$ cat config.mk
export PLATFORM = sky130hd
export DESIGN_NAME = ramWalkChecker
export DESIGN_NICKNAME = d
export VERILOG_FILES = /design/src/rtl/rwc_pkg.sv /design/src/rtl/rwcCtrl.sv /design/src/rtl/rwcDatapath.sv /design/src/rtl/ramWalkChecker.sv
export SDC_FILE = /design/constraint.sdc
export NUM_CORES = 1
export LEC_CHECK = 0
export BUFFER_PORTS_ARGS = -buffer_cell sky130_fd_sc_hd__buf_2
export CELL_PAD_IN_SITES_DETAIL_PLACEMENT = 0
export CELL_PAD_IN_SITES_GLOBAL_PLACEMENT = 1
export CORE_AREA = 2 2 85 95
export DETAILED_ROUTE_END_ITERATION = 6
export DIE_AREA = 0 0 87 97
export PLACE_DENSITY = 0.88
export SETUP_SLACK_MARGIN = 0.3
export SLEW_MARGIN = 20
export SYNTH_ARGS = -nofsm -noshare
export SYNTH_HDL_FRONTEND = slang
export SYNTH_SLANG_ARGS = --single-unit
$ cat constraint.sdc
create_clock -name clk -period 3.4 [get_ports clk]
set_input_delay 1.02 -clock clk [delete_from_list [all_inputs] [get_ports clk]]
set_output_delay 1.02 -clock clk [all_outputs]
set_load 0.03 [all_outputs]
$ cat src/rtl/rwc_pkg.sv
package rwc_pkg;

  // Source of the word written to the RAM in a given cycle
  typedef enum logic [1:0] {
    WSEL_PAT_A  = 2'd0,
    WSEL_PAT_B  = 2'd1,
    WSEL_SAVE_B = 2'd2,
    WSEL_SAVE_O = 2'd3
  } wsel_e;

  // Strobes from control to datapath
  typedef struct packed {
    logic  selOff;   // address the offset word instead of the base word
    logic  we;       // write this cycle
    wsel_e wsel;     // write data source
    logic  capBase;  // latch read data as saved base word
    logic  capOff;   // latch read data as saved offset word
    logic  chkBase;  // compare read data against pattern A
    logic  chkOff;   // compare read data against pattern B
    logic  advance;  // step finished: move bit index
  } dpStrb_t;

endpackage

$ cat src/rtl/rwcCtrl.sv
module rwcCtrl
  import rwc_pkg::*;
(
  input  logic    clk,
  input  logic    rstN,
  input  logic    startPulse,
  input  logic    busGnt,
  output logic    busReq,
  output dpStrb_t strb
);

  typedef enum logic [3:0] {
    S_IDLE, S_REQ, S_RDB, S_RDO, S_WRB, S_WRO,
    S_CKB, S_CKO, S_RSB, S_RSO, S_FIN
  } state_e;

  state_e stateQ, stateD;

  always_ff @(posedge clk) begin
    if (!rstN) stateQ <= S_IDLE;
    else       stateQ <= stateD;
  end

  always_comb begin
    stateD = stateQ;
    unique case (stateQ)
      S_IDLE: if (startPulse) stateD = S_REQ;
      S_REQ:  if (busGnt)     stateD = S_RDB;
      S_RDB:  stateD = S_RDO;
      S_RDO:  stateD = S_WRB;
      S_WRB:  stateD = S_WRO;
      S_WRO:  stateD = S_CKB;
      S_CKB:  stateD = S_CKO;
      S_CKO:  stateD = S_RSB;
      S_RSB:  stateD = S_RSO;
      S_RSO:  stateD = S_FIN;
      S_FIN:  stateD = S_IDLE;
      default: stateD = S_IDLE;
    endcase
  end

  // Read data returns one cycle after its address, so each capture or
  // compare happens in the state after the matching read.
  always_comb begin
    strb = '0;
    unique case (stateQ)
      S_RDO: begin strb.selOff = 1'b1; strb.capBase = 1'b1; end
      S_WRB: begin strb.we = 1'b1; strb.wsel = WSEL_PAT_A; strb.capOff = 1'b1; end
      S_WRO: begin strb.selOff = 1'b1; strb.we = 1'b1; strb.wsel = WSEL_PAT_B; end
      S_CKO: begin strb.selOff = 1'b1; strb.chkBase = 1'b1; end
      S_RSB: begin strb.we = 1'b1; strb.wsel = WSEL_SAVE_B; strb.chkOff = 1'b1; end
      S_RSO: begin strb.selOff = 1'b1; strb.we = 1'b1; strb.wsel = WSEL_SAVE_O; end
      S_FIN: strb.advance = 1'b1;
      default: ;
    endcase
  end

  assign busReq = (stateQ != S_IDLE) && (stateQ != S_FIN);

  // writes only under a grant
  assert_write_granted_R2: assert property (@(posedge clk) disable iff (!rstN)
    strb.we |-> (busGnt && busReq));

  // single-cycle completion pulse, bus already released
  assert_done_pulse_R11: assert property (@(posedge clk) disable iff (!rstN)
    strb.advance |=> !strb.advance);
  assert_done_released_R11: assert property (@(posedge clk) disable iff (!rstN)
    strb.advance |-> !busReq);

  // the bus is released only right after a restore write
  assert_release_after_restore_R10: assert property (@(posedge clk) disable iff (!rstN)
    $fell(busReq) |-> $past(strb.we));

endmodule

$ cat src/rtl/rwcDatapath.sv
module rwcDatapath
  import rwc_pkg::*;
#(
  parameter int              ADDR_W    = 16,
  parameter int              DATA_W    = 16,
  parameter logic [ADDR_W-1:0] BASE_ADDR = '0,
  parameter logic [DATA_W-1:0] PAT_A   = '0,
  parameter logic [DATA_W-1:0] PAT_B   = '1,
  localparam int             KW        = (ADDR_W > 1) ? $clog2(ADDR_W) : 1
) (
  input  logic              clk,
  input  logic              rstN,
  input  dpStrb_t           strb,
  input  logic [DATA_W-1:0] ramRdata,
  output logic [ADDR_W-1:0] ramAddr,
  output logic [DATA_W-1:0] ramWdata,
  output logic              passDone,
  output logic              failFlag,
  output logic [KW-1:0]     failBit,
  output logic [DATA_W-1:0] failExp,
  output logic [DATA_W-1:0] failAct
);

  localparam logic [KW-1:0] K_LAST = KW'(ADDR_W - 1);

  logic [KW-1:0]     kQ;
  logic [DATA_W-1:0] saveBase, saveOff;
  logic [ADDR_W-1:0] offAddr;
  logic              kLast, baseBad, offBad;

  assign offAddr = BASE_ADDR + (ADDR_W'(1) << kQ);
  assign ramAddr = strb.selOff ? offAddr : BASE_ADDR;
  assign kLast   = (kQ == K_LAST);

  always_comb begin
    unique case (strb.wsel)
      WSEL_PAT_A:  ramWdata = PAT_A;
      WSEL_PAT_B:  ramWdata = PAT_B;
      WSEL_SAVE_B: ramWdata = saveBase;
      default:     ramWdata = saveOff;
    endcase
  end

  // Bit index with wrap after the top address bit
  always_ff @(posedge clk) begin
    if (!rstN)             kQ <= '0;
    else if (strb.advance) kQ <= kLast ? '0 : kQ + 1'b1;
  end

  assign passDone = strb.advance && kLast;

  always_ff @(posedge clk) begin
    if (strb.capBase) saveBase <= ramRdata;
    if (strb.capOff)  saveOff  <= ramRdata;
  end

  assign baseBad = strb.chkBase && (ramRdata != PAT_A);
  assign offBad  = strb.chkOff  && (ramRdata != PAT_B);

  // First fault wins; compares happen in different cycles
  always_ff @(posedge clk) begin
    if (!rstN) begin
      failFlag <= 1'b0;
      failBit  <= '0;
      failExp  <= '0;
      failAct  <= '0;
    end else if (!failFlag && (baseBad || offBad)) begin
      failFlag <= 1'b1;
      failBit  <= kQ;
      failExp  <= baseBad ? PAT_A : PAT_B;
      failAct  <= ramRdata;
    end
  end

  // index stays in range and is 0 after a pass ends
  assert_k_range_R5: assert property (@(posedge clk) disable iff (!rstN)
    kQ <= K_LAST);
  assert_wrap_to_zero_R5: assert property (@(posedge clk) disable iff (!rstN)
    $past(passDone) |-> (kQ == '0));

  // captured fault is frozen
  assert_fail_sticky_R9: assert property (@(posedge clk) disable iff (!rstN)
    failFlag |=> (failFlag && $stable(failBit) && $stable(failExp) && $stable(failAct)));

endmodule

$ cat src/rtl/ramWalkChecker.sv
module ramWalkChecker
  import rwc_pkg::*;
#(
  parameter int                ADDR_W    = 16,
  parameter int                DATA_W    = 16,
  parameter logic [ADDR_W-1:0] BASE_ADDR = '0,
  parameter logic [DATA_W-1:0] PAT_A     = '0,
  parameter logic [DATA_W-1:0] PAT_B     = '1,
  localparam int               KW        = (ADDR_W > 1) ? $clog2(ADDR_W) : 1
) (
  input  logic              clk,
  input  logic              rstN,
  input  logic              startPulse,
  output logic              busReq,
  input  logic              busGnt,
  output logic [ADDR_W-1:0] ramAddr,
  output logic [DATA_W-1:0] ramWdata,
  output logic              ramWe,
  input  logic [DATA_W-1:0] ramRdata,
  output logic              doneStep,
  output logic              passDone,
  output logic              failFlag,
  output logic [KW-1:0]     failBit,
  output logic [DATA_W-1:0] failExp,
  output logic [DATA_W-1:0] failAct
);

  dpStrb_t strb;

  rwcCtrl u_ctrl (
    .clk        (clk),
    .rstN       (rstN),
    .startPulse (startPulse),
    .busGnt     (busGnt),
    .busReq     (busReq),
    .strb       (strb)
  );

  rwcDatapath #(
    .ADDR_W    (ADDR_W),
    .DATA_W    (DATA_W),
    .BASE_ADDR (BASE_ADDR),
    .PAT_A     (PAT_A),
    .PAT_B     (PAT_B)
  ) u_dp (
    .clk      (clk),
    .rstN     (rstN),
    .strb     (strb),
    .ramRdata (ramRdata),
    .ramAddr  (ramAddr),
    .ramWdata (ramWdata),
    .passDone (passDone),
    .failFlag (failFlag),
    .failBit  (failBit),
    .failExp  (failExp),
    .failAct  (failAct)
  );

  assign ramWe    = strb.we;
  assign doneStep = strb.advance;

endmodule

==> flow_metrics.py <==
metrics = {
    "route": {
        "dr.pass1.iters": 4,
        "wl_met3_um": 338,
        "wire_per_inst_um": 14.4,
        "drt.antenna.violating_nets": 0,
        "wl_met1_mm": 3.07,
        "drtIter0Drc": 151,
        "topRoutingLayerUsed": "met4",
        "vias": 2369,
        "via_per_inst": 5.08,
        "wl_mm": 6.71,
        "wl_met2_mm": 3.17,
        "drc": 0,
    },
    "clock_network": {
        "cts_tree": "built",
        "cts.sinks": 62,
        "numCtsBuffers": 9,
        "clk_pin_slew_ns": 0.07,
        "root_buffer": "clkbuf_8",
        "clock_latency_ns": 0.35,
        "htreeDepth": 3,
        "clockBufferDepth": 2,
    },
    "setup_path": {
        "critPathCaptureType": "output port",
        "crit_fanout": 13,
        "cp.arrival_ns": 1.91,
        "required_ns": 2.38,
        "critPathMaxStageDelay_ns": 0.48,
        "crit_type": "reg2out",
        "worstPathCellList": "nor2_1 > or2_4 > a211oi_4 > and3_1 > buf_2",
        "crit_slowest_cell": "dfxtp_2",
        "start_kind": "register",
    },
    "placement": {
        "gp_congestion": 0.767,
        "numPortBuffers": 92,
        "hpwlAfterDp_mm": 4.61,
    },
    "yosys": {
        "synth_mux_area_frac": 0.0686,
        "syn_inst": 301,
        "postSynthAreaPerCell_um2": 10.2,
        "synth.largest_area_cell": "edfxtp_1",
        "ys_top_cells_by_area": "edfxtp_1, dfxtp_1, mux2i_1, nand2_1, a2bb2oi_1",
        "synth-simple-area-share": 0.191,
        "synthFlopType": "edfxtp_1",
        "synth_edf_count": 32,
        "synth-async-reset-ratio": 0,
        "synth_top_cell_area_share": 0.313,
        "synth_compound_area_frac": 0.119,
        "syn_area_um2": 3070,
        "synth-xor-area-share": 0.00571,
        "yosys.area_share.adder": 0.0245,
        "syn-num-nets": 327,
        "ys_seq_area_frac": 0.509,
        "synth_warnings": 0,
        "ys_seq_elements": 62,
        "synth_top_family_by_area": "simple AND/OR/NAND/NOR gates",
        "ys_types": 41,
    },
    "sta": {
        "slew_headroom": 0.464,
        "setup_viol": 0,
        "min_period_ns": 2.93,
        "period_share": 0.863,
        "hold_viol": 0,
        "max_freq_mhz": 341,
        "finClkSkew_ns": 0.00549,
        "tightest_slew_ns": 0.803,
        "slew_violations": 0,
        "setup_tns_ns": 0,
        "grt_setup_unrepaired": "no",
    },
    "pwr": {
        "leakage_uw": 0.00176,
        "vdd_ir_drop_max_mv": 0.246,
        "p_per_area_nw_per_um2": 436,
    },
    "layout": {
        "drive_gt1_frac": 0.332,
        "fin_util": 0.499,
        "areaGrowthSynthToFinish_pct": 20.4,
        "nets": 401,
        "insertedDiodeCount": 0,
    },
    "floorplan": {
        "pin_count": 93,
        "die_h_um": 97,
        "row_count": 33,
        "core_area_um2": 7390,
        "initial_core_util": 0.415,
        "fp.dieArea_um2": 8440,
        "die_width_um": 87,
    },
    "global_route": {
        "grt_pass1_vias": 2144,
        "grt_use_total": 0.167,
        "gr-total-overflow": 0,
        "antenna_found_initial": 0,
        "grt_pass1_wl_mm": 10.8,
        "grt_max_degree": 51,
    },
    "worst_hold_path": {
        "hold_class": "reg2reg",
    },
    "status": {
        "status": "complete, no violations",
    },
    "flow_run": {
        "cap_violations": 0,
    },
}
-- synthesized netlist by cell type, types with 2 or more instances --
cell / n
a211oi_4: 2
a21oi_1: 18
a2bb2oi_1: 16
and2_1: 6
and3_1: 12
buf_2: 7
buf_4: 18
buf_6: 2
clkbuf_1: 10
dfxtp_1: 30
edfxtp_1: 32
ha_1: 6
inv_1: 5
mux2i_1: 21
nand2_1: 46
nand3_1: 2
nand4_1: 4
nor2_1: 22
nor2b_1: 4
nor3_1: 6
nor4_1: 5
o21a_1: 5
o21ai_0: 2
o22ai_1: 2
xor2_1: 2
-- metal layers --
layer  global-route usage  up-vias
met5                    0        -
met4               0.0721        0
met3               0.0529       12
met2                0.248       63
met1                0.223     1095
li1                     -     1199
-- cells in the final DEF, fill, tap and decap left out, drive strengths merged, types with 9 or more instances in the layout --
| cell | instances |
|---|---|
| clkbuf | 9 |
| and3 | 12 |
| dfxtp | 30 |
| mux2i | 21 |
| edfxtp | 32 |
| nor2 | 22 |
| buf | 100 |
| a21oi | 18 |
| a2bb2oi | 16 |
| nand2 | 46 |
-- power by group --
group | switching, uW | internal (uW)
Clock | 287 | 406
Sequential | 8.11 | 796
Combinational | 71.7 | 41.5
-- sequential cells by signal (all words and copies together), names as in the netlist --
name / count
u_ctrl.stateQ: 4
u_dp.failAct: 16
u_dp.failBit: 4
u_dp.failExp: 1
u_dp.failFlag: 1
u_dp.kQ: 4
u_dp.saveBase: 16
u_dp.saveOff: 16
-- timing repair --
item	in CTS	in global routing
endpoints found under the hold margin	0	0
endpoints found under the setup margin	0	27
buffers inserted	0	0
resized for setup	0	3
hold buffers	0	0
-- per-stage QoR --
stage / instances / total power, uW / instance area, um^2 / hold slack [ns] / worst slack [ns]
floorplan: 301 / 894 / 3070 / 0.480 / 0.821
global placement: 451 / 931 / 3470 / 0.444 / 0.752
detailed placement: 451 / 934 / 3470 / 0.450 / 0.706
CTS: 466 / 1620 / 3690 / 0.459 / 0.304
global route: 466 / 1670 / 3690 / 0.477 / 0.330
finish: 466 / 1610 / 3690 / 0.454 / 0.466
-- cells by family after synthesis --
family                     Yosys count
and+or+nand+nor                    118
DFF                                 62
muxes                               21
xor gates and xnor gates             2
AOI/OAI and AO/OA                   49
adders and majority gates            6
buffers and inverters               43
-- worst paths after layout --
path	cells past startpoint	endpoint	slack, ns	startpoint
worst max-delay path	5	ramAddr[5]	0.47	u_ctrl.stateQ[2]$_SDFFE_PN0P_
worst min-delay path	2	u_dp.failAct[5]$_SDFFE_PN0P_	0.45	u_dp.failAct[5]$_SDFFE_PN0P_
worst max register to register	6	u_dp.failAct[14]$_SDFFE_PN0P_	1.60	u_ctrl.stateQ[1]$_SDFFE_PN0P_
worst min register to register	2	u_dp.failAct[5]$_SDFFE_PN0P_	0.45	u_dp.failAct[5]$_SDFFE_PN0P_
-- layout make-up --
type / count / area [um^2]
Inverter: 6 / 22.5
Tap cell: 87 / 109
Clock buffer: 9 / 124
Multi-Input combinational cell: 196 / 1260
Sequential cell: 62 / 1570
Clock inverter: 6 / 87.6
Timing Repair Buffer: 100 / 520
Fill cell: 671 / 3700
-- critical path, delay by kind of cell, from the launching register on --
kind | cells | cell delay [ns]
flops | 1 | 0.48
compound gates | 1 | 0.34
simple gates | 3 | 0.55
buf+inv | 1 | 0.19
Power figures use the tool's default switching activity.
